**src/rtl/spi_eng_pkg.sv**
```systemverilog
package spi_eng_pkg;

    typedef enum logic [1:0] {
        ST_IDLE,
        ST_LEAD,
        ST_XFER,
        ST_TRAIL
    } eng_state_e;

    typedef struct packed {
        logic idle_high;
        logic phase_late;
        logic lsb_first;
    } eng_cfg_t;

endpackage

```
**src/rtl/spi_half_tick.sv**
```systemverilog
module spi_half_tick #(
    parameter int HALF_DIV = 2
) (
    input  logic clk,
    input  logic rst_n,
    input  logic run,
    output logic tick
);
    localparam int CW = $clog2(HALF_DIV + 1);

    logic [CW-1:0] cnt_d, cnt_q;

    always_comb begin
        tick  = run && (cnt_q == CW'(HALF_DIV - 1));
        cnt_d = cnt_q;
        if (!run || tick) cnt_d = '0;
        else              cnt_d = cnt_q + CW'(1);
    end

    always_ff @(posedge clk or negedge rst_n) begin
        if (!rst_n) cnt_q <= '0;
        else        cnt_q <= cnt_d;
    end

    // the counter never runs past the half-period limit
    a_r2_tick_bound: assert property (@(posedge clk) disable iff (!rst_n)
        cnt_q <= CW'(HALF_DIV - 1));

endmodule

```
**src/rtl/spi_bit_index.sv**
```systemverilog
module spi_bit_index #(
    parameter int FRAME_W = 8,
    parameter int PW      = 4
) (
    input  logic          lsb_first,
    input  logic [PW-1:0] pos,
    output logic [PW-1:0] idx
);
    localparam logic [PW-1:0] TOP_IDX = PW'(FRAME_W - 1);

    always_comb begin
        if (lsb_first) idx = pos;
        else           idx = TOP_IDX - pos;
    end

endmodule

```
**src/rtl/spi_xfer_engine.sv**
```systemverilog
module spi_xfer_engine
    import spi_eng_pkg::*;
#(
    parameter int FRAME_W  = 8,
    parameter int HALF_DIV = 2
) (
    input  logic               clk,
    input  logic               rst_n,
    input  logic               start,
    input  logic [FRAME_W-1:0] tx_word,
    input  logic               idle_high,
    input  logic               phase_late,
    input  logic               lsb_first,
    input  logic               miso,
    output logic               busy,
    output logic               done,
    output logic [FRAME_W-1:0] rx_word,
    output logic               sclk,
    output logic               mosi,
    output logic               ssel_n
);
    localparam int PW = $clog2(FRAME_W + 1);
    localparam int EW = $clog2(2 * FRAME_W + 1);
    localparam logic [EW-1:0] LAST_EDGE = EW'(2 * FRAME_W - 1);
    localparam logic [PW-1:0] NBITS     = PW'(FRAME_W);

    typedef struct packed {
        eng_state_e         st;
        eng_cfg_t           cfg;
        logic [FRAME_W-1:0] tx;
        logic [FRAME_W-1:0] rx_sh;
        logic [FRAME_W-1:0] rx_out;
        logic [PW-1:0]      txpos;
        logic [PW-1:0]      rxpos;
        logic [EW-1:0]      ecnt;
        logic               sclk;
        logic               mosi;
        logic               ssel_n;
        logic               done;
    } eng_regs_t;

    eng_regs_t r_d, r_q;
    logic      run, tick;
    logic [PW-1:0] tx_idx, rx_idx;

    assign run = (r_q.st != ST_IDLE);

    spi_half_tick #(.HALF_DIV(HALF_DIV)) u_tick (
        .clk  (clk),
        .rst_n(rst_n),
        .run  (run),
        .tick (tick)
    );

    spi_bit_index #(.FRAME_W(FRAME_W), .PW(PW)) u_tx_idx (
        .lsb_first(r_q.cfg.lsb_first),
        .pos      (r_q.txpos),
        .idx      (tx_idx)
    );

    spi_bit_index #(.FRAME_W(FRAME_W), .PW(PW)) u_rx_idx (
        .lsb_first(r_q.cfg.lsb_first),
        .pos      (r_q.rxpos),
        .idx      (rx_idx)
    );

    always_comb begin
        r_d      = r_q;
        r_d.done = 1'b0;
        unique case (r_q.st)
            ST_IDLE: begin
                r_d.sclk = idle_high;
                if (start) begin
                    r_d.st     = ST_LEAD;
                    r_d.cfg    = '{idle_high: idle_high, phase_late: phase_late,
                                   lsb_first: lsb_first};
                    r_d.tx     = tx_word;
                    r_d.ssel_n = 1'b0;
                    r_d.rxpos  = '0;
                    r_d.ecnt   = '0;
                    r_d.rx_sh  = '0;
                    if (phase_late) begin
                        r_d.mosi  = 1'b0;
                        r_d.txpos = '0;
                    end else begin
                        r_d.mosi  = lsb_first ? tx_word[0] : tx_word[FRAME_W-1];
                        r_d.txpos = PW'(1);
                    end
                end
            end
            ST_LEAD, ST_XFER: begin
                if (tick) begin
                    r_d.sclk = ~r_q.sclk;
                    r_d.ecnt = r_q.ecnt + EW'(1);
                    // even count before the edge means an odd edge number
                    if (r_q.ecnt[0] == r_q.cfg.phase_late) begin
                        r_d.rx_sh[rx_idx] = miso;
                        r_d.rxpos         = r_q.rxpos + PW'(1);
                    end else if (r_q.txpos < NBITS) begin
                        r_d.mosi  = r_q.tx[tx_idx];
                        r_d.txpos = r_q.txpos + PW'(1);
                    end
                    r_d.st = (r_q.ecnt == LAST_EDGE) ? ST_TRAIL : ST_XFER;
                end
            end
            ST_TRAIL: begin
                if (tick) begin
                    r_d.st     = ST_IDLE;
                    r_d.ssel_n = 1'b1;
                    r_d.done   = 1'b1;
                    r_d.rx_out = r_q.rx_sh;
                end
            end
            default: r_d.st = ST_IDLE;
        endcase
    end

    always_ff @(posedge clk or negedge rst_n) begin
        if (!rst_n) begin
            r_q        <= '0;
            r_q.st     <= ST_IDLE;
            r_q.ssel_n <= 1'b1;
        end else begin
            r_q <= r_d;
        end
    end

    assign busy    = run;
    assign done    = r_q.done;
    assign rx_word = r_q.rx_out;
    assign sclk    = r_q.sclk;
    assign mosi    = r_q.mosi;
    assign ssel_n  = r_q.ssel_n;

    // idle serial clock follows the idle-level input one clock later
    a_r1_idle_level: assert property (@(posedge clk) disable iff (!rst_n)
        (r_q.ssel_n && $past(r_q.ssel_n) && $past(rst_n)) |-> (r_q.sclk == $past(idle_high)));

    // the trailing phase is only reached after every edge and every sample
    a_r2_full_frame: assert property (@(posedge clk) disable iff (!rst_n)
        (r_q.st == ST_TRAIL) |-> (r_q.ecnt == EW'(2 * FRAME_W) && r_q.rxpos == NBITS));

    // done lasts a single clock
    a_r7_done_pulse: assert property (@(posedge clk) disable iff (!rst_n)
        r_q.done |=> !r_q.done);

    // select release and done coincide
    a_r7_done_at_release: assert property (@(posedge clk) disable iff (!rst_n)
        $rose(r_q.ssel_n) |-> r_q.done);

    // a start during a frame leaves the captured setup untouched
    a_r8_busy_start: assert property (@(posedge clk) disable iff (!rst_n)
        (run && start) |=> ($stable(r_q.cfg) && $stable(r_q.tx)));

    // clock is at its captured idle level when select is released
    a_r11_idle_at_release: assert property (@(posedge clk) disable iff (!rst_n)
        $rose(r_q.ssel_n) |-> (r_q.sclk == r_q.cfg.idle_high));

endmodule

```
**config.mk**
```make
export PLATFORM = sky130hd
export DESIGN_NAME = spi_xfer_engine
export DESIGN_NICKNAME = d
export VERILOG_FILES = /design/src/rtl/spi_eng_pkg.sv /design/src/rtl/spi_half_tick.sv /design/src/rtl/spi_bit_index.sv /design/src/rtl/spi_xfer_engine.sv
export SDC_FILE = /design/constraint.sdc
export NUM_CORES = 1
export LEC_CHECK = 0
export ABC_AREA = 1
export ABC_CLOCK_PERIOD_IN_PS = 5600
export BUFFER_PORTS_ARGS = -buffer_cell sky130_fd_sc_hd__buf_2
export CAP_MARGIN = 30
export CORE_ASPECT_RATIO = 0.75
export CORE_UTILIZATION = 61
export DETAILED_ROUTE_END_ITERATION = 8
export GPL_TIMING_DRIVEN = 0
export PLACE_DENSITY = 0.83
export SLEW_MARGIN = 20
export SYNTH_ARGS = -nofsm -noshare
export SYNTH_HDL_FRONTEND = slang
export SYNTH_HIERARCHICAL = 1
export SYNTH_SLANG_ARGS = --single-unit
```
**constraint.sdc**
```tcl
create_clock -name clk -period 5.6 [get_ports clk]
set_clock_uncertainty 0.05 [all_clocks]
set_input_delay 0.56 -clock clk [delete_from_list [all_inputs] [get_ports clk]]
set_output_delay 0.56 -clock clk [all_outputs]
set_load 0.01 [all_outputs]
```
==> results by group, run 1 <==
Floorplan
  – Rows: 19
  – Num ports: 28
  – Initial Utilization: 66.3%
  – Die Y: 57.7 um
  – Die Wd: 76.3 um
  – Core ar.: 0.00380 mm^2
  – DIE AREA: approximately 0.0044 mm^2

Place
  – Post-Place Cell Area: 0.00274 mm^2
  – Routability cong.: 0.837
  – Port Buf Inserts: 26
  – Final HPWL DP: 3510 um

Critical path
  – Critical Path RT: 5750 ps
  – Setup crit end kind: flip-flop
  – Crit path DAT: around 2200 ps
  – Critical path startpoint: r_q[44]
  – Setup Crit Path Kind: flip-flop to flip-flop
  – Startpoint Class: flip-flop
  – Worst flop-to-flop path startpoint: r_q[44]
  – Max Fanout on Critical Path: 10

STA
  – Crit path time final: about 2000 ps
  – Tightest Pin Transition: 461 ps
  – Setup TNS: 0 ps
  – Setup Viol. Count Final: 0
  – Fmax achieved: 0.492 GHz
  – Crit share post-route: 36.3%
  – Worst slew margin relative to its limit: approximately 70%
  – Pins Over Slew Limit: 0
  – RSZ-0062 raised after global routing: false
  – Final Hold Viols: 0

Synthesis
  – Synthesized area per cell: 7.74 um^2
  – Synthesized area: 0.00252 mm^2
  – Synth Net Count: 349
  – Post-Syn Instances: ~330
  – Synth warnings: 6

Detailed routing
  – Routed vias: 2,095
  – First-pass iteration count of the detailed router: 5
  – # DRC: 0
  – Final ANT Viol Nets: 0
  – Drt via density: 5.07
  – Drt wl/cell: 11.3 um
  – Post-Route WL: 4670 um
  – First DRT Iteration DRCs: between 90 and 100

Layout
  – Final net count: roughly 380
  – Share of layout cells above drive strength 1: 19.4%
  – Post-route cell area: 0.00283 mm^2
  – Commonest non-fill, non-tap cell in the layout: nand2_1
  – Syn-to-layout area delta: 12.2%
  – Most frequent cells in the layout: nand2_1 (102), dfrtp_1 (46), nor2_1 (34)
  – Antenna Cells: 0
  – Fillers: 304

Clocking
  – CTS root buf: clkbuf_8
  – Gates resized, CTS repair: 0
  – Worst-path clk slew: 90 ps
  – H-Tree Depth: 2
  – Total CTS buffers: 5
  – Bufs on Longest Clock Path: 2
  – Post-CTS Setup Bufs: 0
  – CTS Sinks: 47
  – Worst skew pair latency: 300 ps
  – CTS tree: done
  – Hold_buf cts: 0

Power and ir drop
  – PD cells: 591 mW/mm^2
  – Max VDD drop: 0.348 mV
  – Lkg Pwr: roughly 0.0015 uW

Global routing
  – GRT Overall Usage: 24.0%
  – Pin count of the biggest net entering global routing: 29
  – Gr ovfl total: 0
  – Initial antenna violation count: 0
  – First-pass GRT wire length: between 8000 and 9000 um
  – Vias in the first global route: around 1,900

Run
  – Maxcap violations: 0

Hold path
  – HP Class: input port to async pin

Outcome
  – Status: complete, no violations
[cell type report]
type / instances / area (um^2) / area share (%)
Timing Repair Buffer: 27 / 150 / 5.31
Clock buffer: 5 / 68.8 / 2.43
Multi-Input combinational cell: 221 / 1080 / 38.0
Tap cell: 52 / 65.1 / 2.30
Clock inverter: 3 / 23.8 / 0.840
Inverter: 41 / 154 / 5.44
Buffer: 17 / 115 / 4.07
Sequential cell: 47 / 1180 / 41.6
[power by group]
group | switching [uW] | internal (uW)
logic | 577 | 330
clock network | 119 | 89.3
registers | 88.2 | 469
[routing by layer]
metal	wire [um]	track usage, %	part of all wire (%)	vias up
met2	2100	38.9	45	44
met1	2370	33.2	51	957
li1	-	-	-	1091
met5	0	0	0	-
met3	166	4.41	3.6	3
met4	23	8.79	0.49	0
[stage by stage]
stage	setup WS, ps	total power [uW]	instances	utilization (%)	hold slack [ps]
floorplan	3790	1250	326	-	214
global placement	3650	1430	404	71.4	373
detailed placement	3600	1460	405	72.0	379
CTS	3580	1680	413	74.4	150
global route	3350	1830	413	74.4	178
finish	3570	1670	413	74.4	143
[registers in the layout (all words and copies together), names as in the netlist]
name          flops
r_q              33
rx_word           8
sclk              1
u_tick/cnt_q      2
ssel_n            1
done              1
mosi              1
[worst paths after layout]
| check | depth (start not counted) | slack (ps) | end |
|---|---|---|---|
| min | 1 | 140 | u_tick/cnt_q[0] |
| max | 15 | 3570 | r_q[25] |
| max in group asynchronous | 2 | 4790 | ssel_n |
| min reg2reg | 1 | 390 | u_tick/cnt_q[0] |
| max reg2reg | 15 | 3570 | r_q[25] |
| min in group clk | 1 | 390 | u_tick/cnt_q[0] |
[worst max-delay path: stages (launching register included)]
cell     delay, ps
dfrtp_1        360
inv_1           80
ha_1           240
inv_1          150
nand2_1         70
inv_1          100
inv_1           70
nand2_1         90
nand2_2         90
nor2_4         150
nand2_4        100
nand2_2         90
buf_6          130
o21ai_1         70
nand2_1         60
nand2_1         40
(Power assumes the default switching activity.)
==> run 2, diff against run 1 <==
ABC_AREA = 0   (was 1)
ABC_CLOCK_PERIOD_IN_PS = 2100   (was 5600)
CORE_UTILIZATION = 58   (was 61)
PLACE_DENSITY = 0.79   (was 0.83)
clock period = 2.1 ns   (was 5.6 ns; I/O delays follow)
==> run 2 against run 1 <==
  * Synthesized area decreased by 2.5%
  * Non-clock buffer count up 6
  * Cell count is 22% lower
  * Synthesized cell count fell by 30%
  * Global-route usage is 1.2 points lower
  * Largest cell class is now multi-input combinational cells
  * Largest power group unchanged
==> results by group, run 2 <==
Outcome
  – Status: complete, no violations

Clocking
  – Bufs on Longest Clock Path: 2 (unchanged)
  – CTS root buf: clkbuf_8
  – H-Tree Depth: 2 (unchanged)
  – Total CTS buffers: 5 (unchanged)
  – CTS tree: done
  – Worst skew pair latency: 310 ps (about the same)
  – Worst-path clk slew: 90 ps (about the same)
  – CTS Sinks: 47 (unchanged)

Floorplan
  – DIE AREA: 0.00451 mm^2 (+2.4%)
  – Die Wd: 77.2 um (+1.2%)
  – Num ports: 28 (unchanged)
  – Initial Utilization: 60.6% (-5.7 points)
  – Rows: 20 (+1)
  – Die Y: 58.4 um (+1.2%)
  – Core ar.: 0.00405 mm^2 (+6.6%)

Layout
  – Antenna Cells: 0 (unchanged)
  – Most frequent cells in the layout: dfrtp_1 (46), buf_2 (28), mux2_2 (20)
  – Syn-to-layout area delta: 16.8%
  – Post-route cell area: 0.00287 mm^2 (+1.5%)
  – Register area: 0.00118 mm^2 (unchanged)
  – Biggest register: r_q
  – Share of layout cells above drive strength 1: 34.2% (+15 points)
  – Final net count: 291 (-24%)
  – Fillers: 318 (+4.6%)
  – Largest register FFs: 33 (unchanged)
  – Commonest non-fill, non-tap cell in the layout: dfrtp_1
  – Multi-input gate area: 0.00119 mm^2 (+11%)

Place
  – Port Buf Inserts: 27 (+3.8%)
  – Post-Place Cell Area: 0.00268 mm^2 (-2.0%)
  – Routability cong.: 0.847 (+1.2%)
  – Final HPWL DP: 3280 um (-6.6%)

STA
  – Fmax achieved: 0.476 GHz (-3.2%)
  – Pins Over Slew Limit: 0 (unchanged)
  – Setup Viol. Count Final: 0 (unchanged)
  – Final Hold Viols: 0 (unchanged)
  – Tightest Pin Transition: 615 ps (+154 ps)
  – Worst slew margin relative to its limit: 58.6% (-11 points)
  – Crit share post-route: 100% (+64 points)
  – Crit path time final: 2100 ps (+66.9 ps)
  – Hold Worst Slack: 85.0 ps (-58.0 ps)
  – RSZ-0062 raised after global routing: true

Synthesis
  – Synth warnings: 6 (unchanged)
  – Post-Syn Instances: 227 (-30%)
  – Synthesized area: 0.00246 mm^2 (-2.5%)
  – Synth Net Count: 250 (-28%)
  – Synthesized area per cell: 10.8 um^2 (+40%)

Hold path
  – HP Start: tx_word[3]
  – Worst hold path depth: 2
  – WHS Endpoint: r_q[36]
  – HP Class: input port to flip-flop

Global routing
  – Initial antenna violation count: 0 (unchanged)
  – Vias in the first global route: 1,728 (-8.6%)
  – First-pass GRT wire length: 7800 um (-4.8%)
  – Gr ovfl total: 0 (unchanged)
  – GRT Overall Usage: 22.8% (-1.2 points)
  – Pin count of the biggest net entering global routing: 26 (-10%)

Detailed routing
  – Routed vias: 1,778 (-15%)
  – Post-Route WL: 4540 um (-2.7%)
  – First DRT Iteration DRCs: 78 (-21%)
  – First-pass iteration count of the detailed router: 4 (-1)
  – Drt via density: 5.49 (+8.2%)
  – Final ANT Viol Nets: 0 (unchanged)
  – # DRC: 0 (unchanged)
  – Drt wl/cell: 14.0 um (+24%)

Power and ir drop
  – Lkg Pwr: 0.00142 uW (-8.4%)
  – PD cells: 1470 mW/mm^2 (+150%)
  – Max VDD drop: 1.04 mV (+200%)

Critical path
  – Max Fanout on Critical Path: 7 (-3)
  – Setup Crit Path Kind: flip-flop to flip-flop
  – Reg-to-reg slack, setup: 0.03 ps (-3570 ps)
  – Critical Path RT: 2280 ps (-3470 ps)
  – Setup crit end kind: flip-flop
  – Startpoint Class: flip-flop
  – Worst flop-to-flop path startpoint: r_q[45]
  – Reg2Reg Depth: 8 (-7)
  – Crit path DAT: 2280 ps (+100 ps)
  – Reg-to-reg critical path endpoint: r_q[15]

Run
  – Maxcap violations: 0 (unchanged)
## run 2: cell count changes in the layout (fill, tap and decap cells not counted), sizes merged, moves of 6 or more
cell   change
nand4      -6
mux2i     +13
nor2      -23
mux2      +17
inv       -30
o21ai     -13
xnor2      +9
nand2     -86
## run 2: timing repair
item                                    in CTS  in global routing
gates resized for setup                      8                 12
hold buffers                                 1                  0
pin swaps                                    1                  3
endpoints found under the setup margin      24                 18
buffers inserted                             3                  3
endpoints found under the hold margin       21                  0
## run 2: cell type report
cell class	count	share of cell area, %
buffer	15	3.31
clock buffer	6	2.53
clock inverter	2	0.436
inverter	11	1.52
multi-input combinational	153	41.5
sequential	47	41.0
tap	55	2.40
timing repair buffer	35	7.32
## run 2: worst max-delay path by stage
stage | endpoint | startpoint | depth (start not counted)
floorplan | r_q[15] | r_q[44] | 9
global placement | rx_word[7] | r_q[44] | 8
detailed placement | r_q[16] | r_q[45] | 7
CTS | r_q[15] | r_q[45] | 9
global route | r_q[15] | r_q[45] | 8
finish | r_q[15] | r_q[45] | 8
## run 2: worst max-delay path, stage by stage (launching register included)
cell and delay [ps]:
dfrtp_1 390, inv_2 70, ha_4 200, inv_4 60, and2_4 170, nor2b_4 50, or4_4 490, or3_1 400
a21oi_2 140
## run 2: where the power goes
part	total (uW)	internal, uW	switching [uW]
clock	528	233	295
sequential	1470	1220	243
combinational	2230	1050	1180
## run 2: layer usage
| layer | global-route usage, % | wire length (um) | vias up |
|---|---|---|---|
| met3 | 6.51 | 214 | 6 |
| met1 | 29.0 | 2110 | 864 |
| met5 | 0 | 0 | - |
| li1 | - | - | 866 |
| met4 | 6.47 | 52 | 0 |
| met2 | 38.7 | 2160 | 42 |
## run 2: metrics by stage
step,setup TNS (ps),worst slack (ps),instances,utilization (%),total power (uW)
finish,0,0.0275,324,70.9,4230
global route,-49.6,-49.6,324,70.9,4570
CTS,-60.4,-45.2,322,69.6,4110
detailed placement,-4650,-315,310,66.2,3490
global placement,-2580,-223,309,65.7,3390
floorplan,0,9.20,227,-,3000
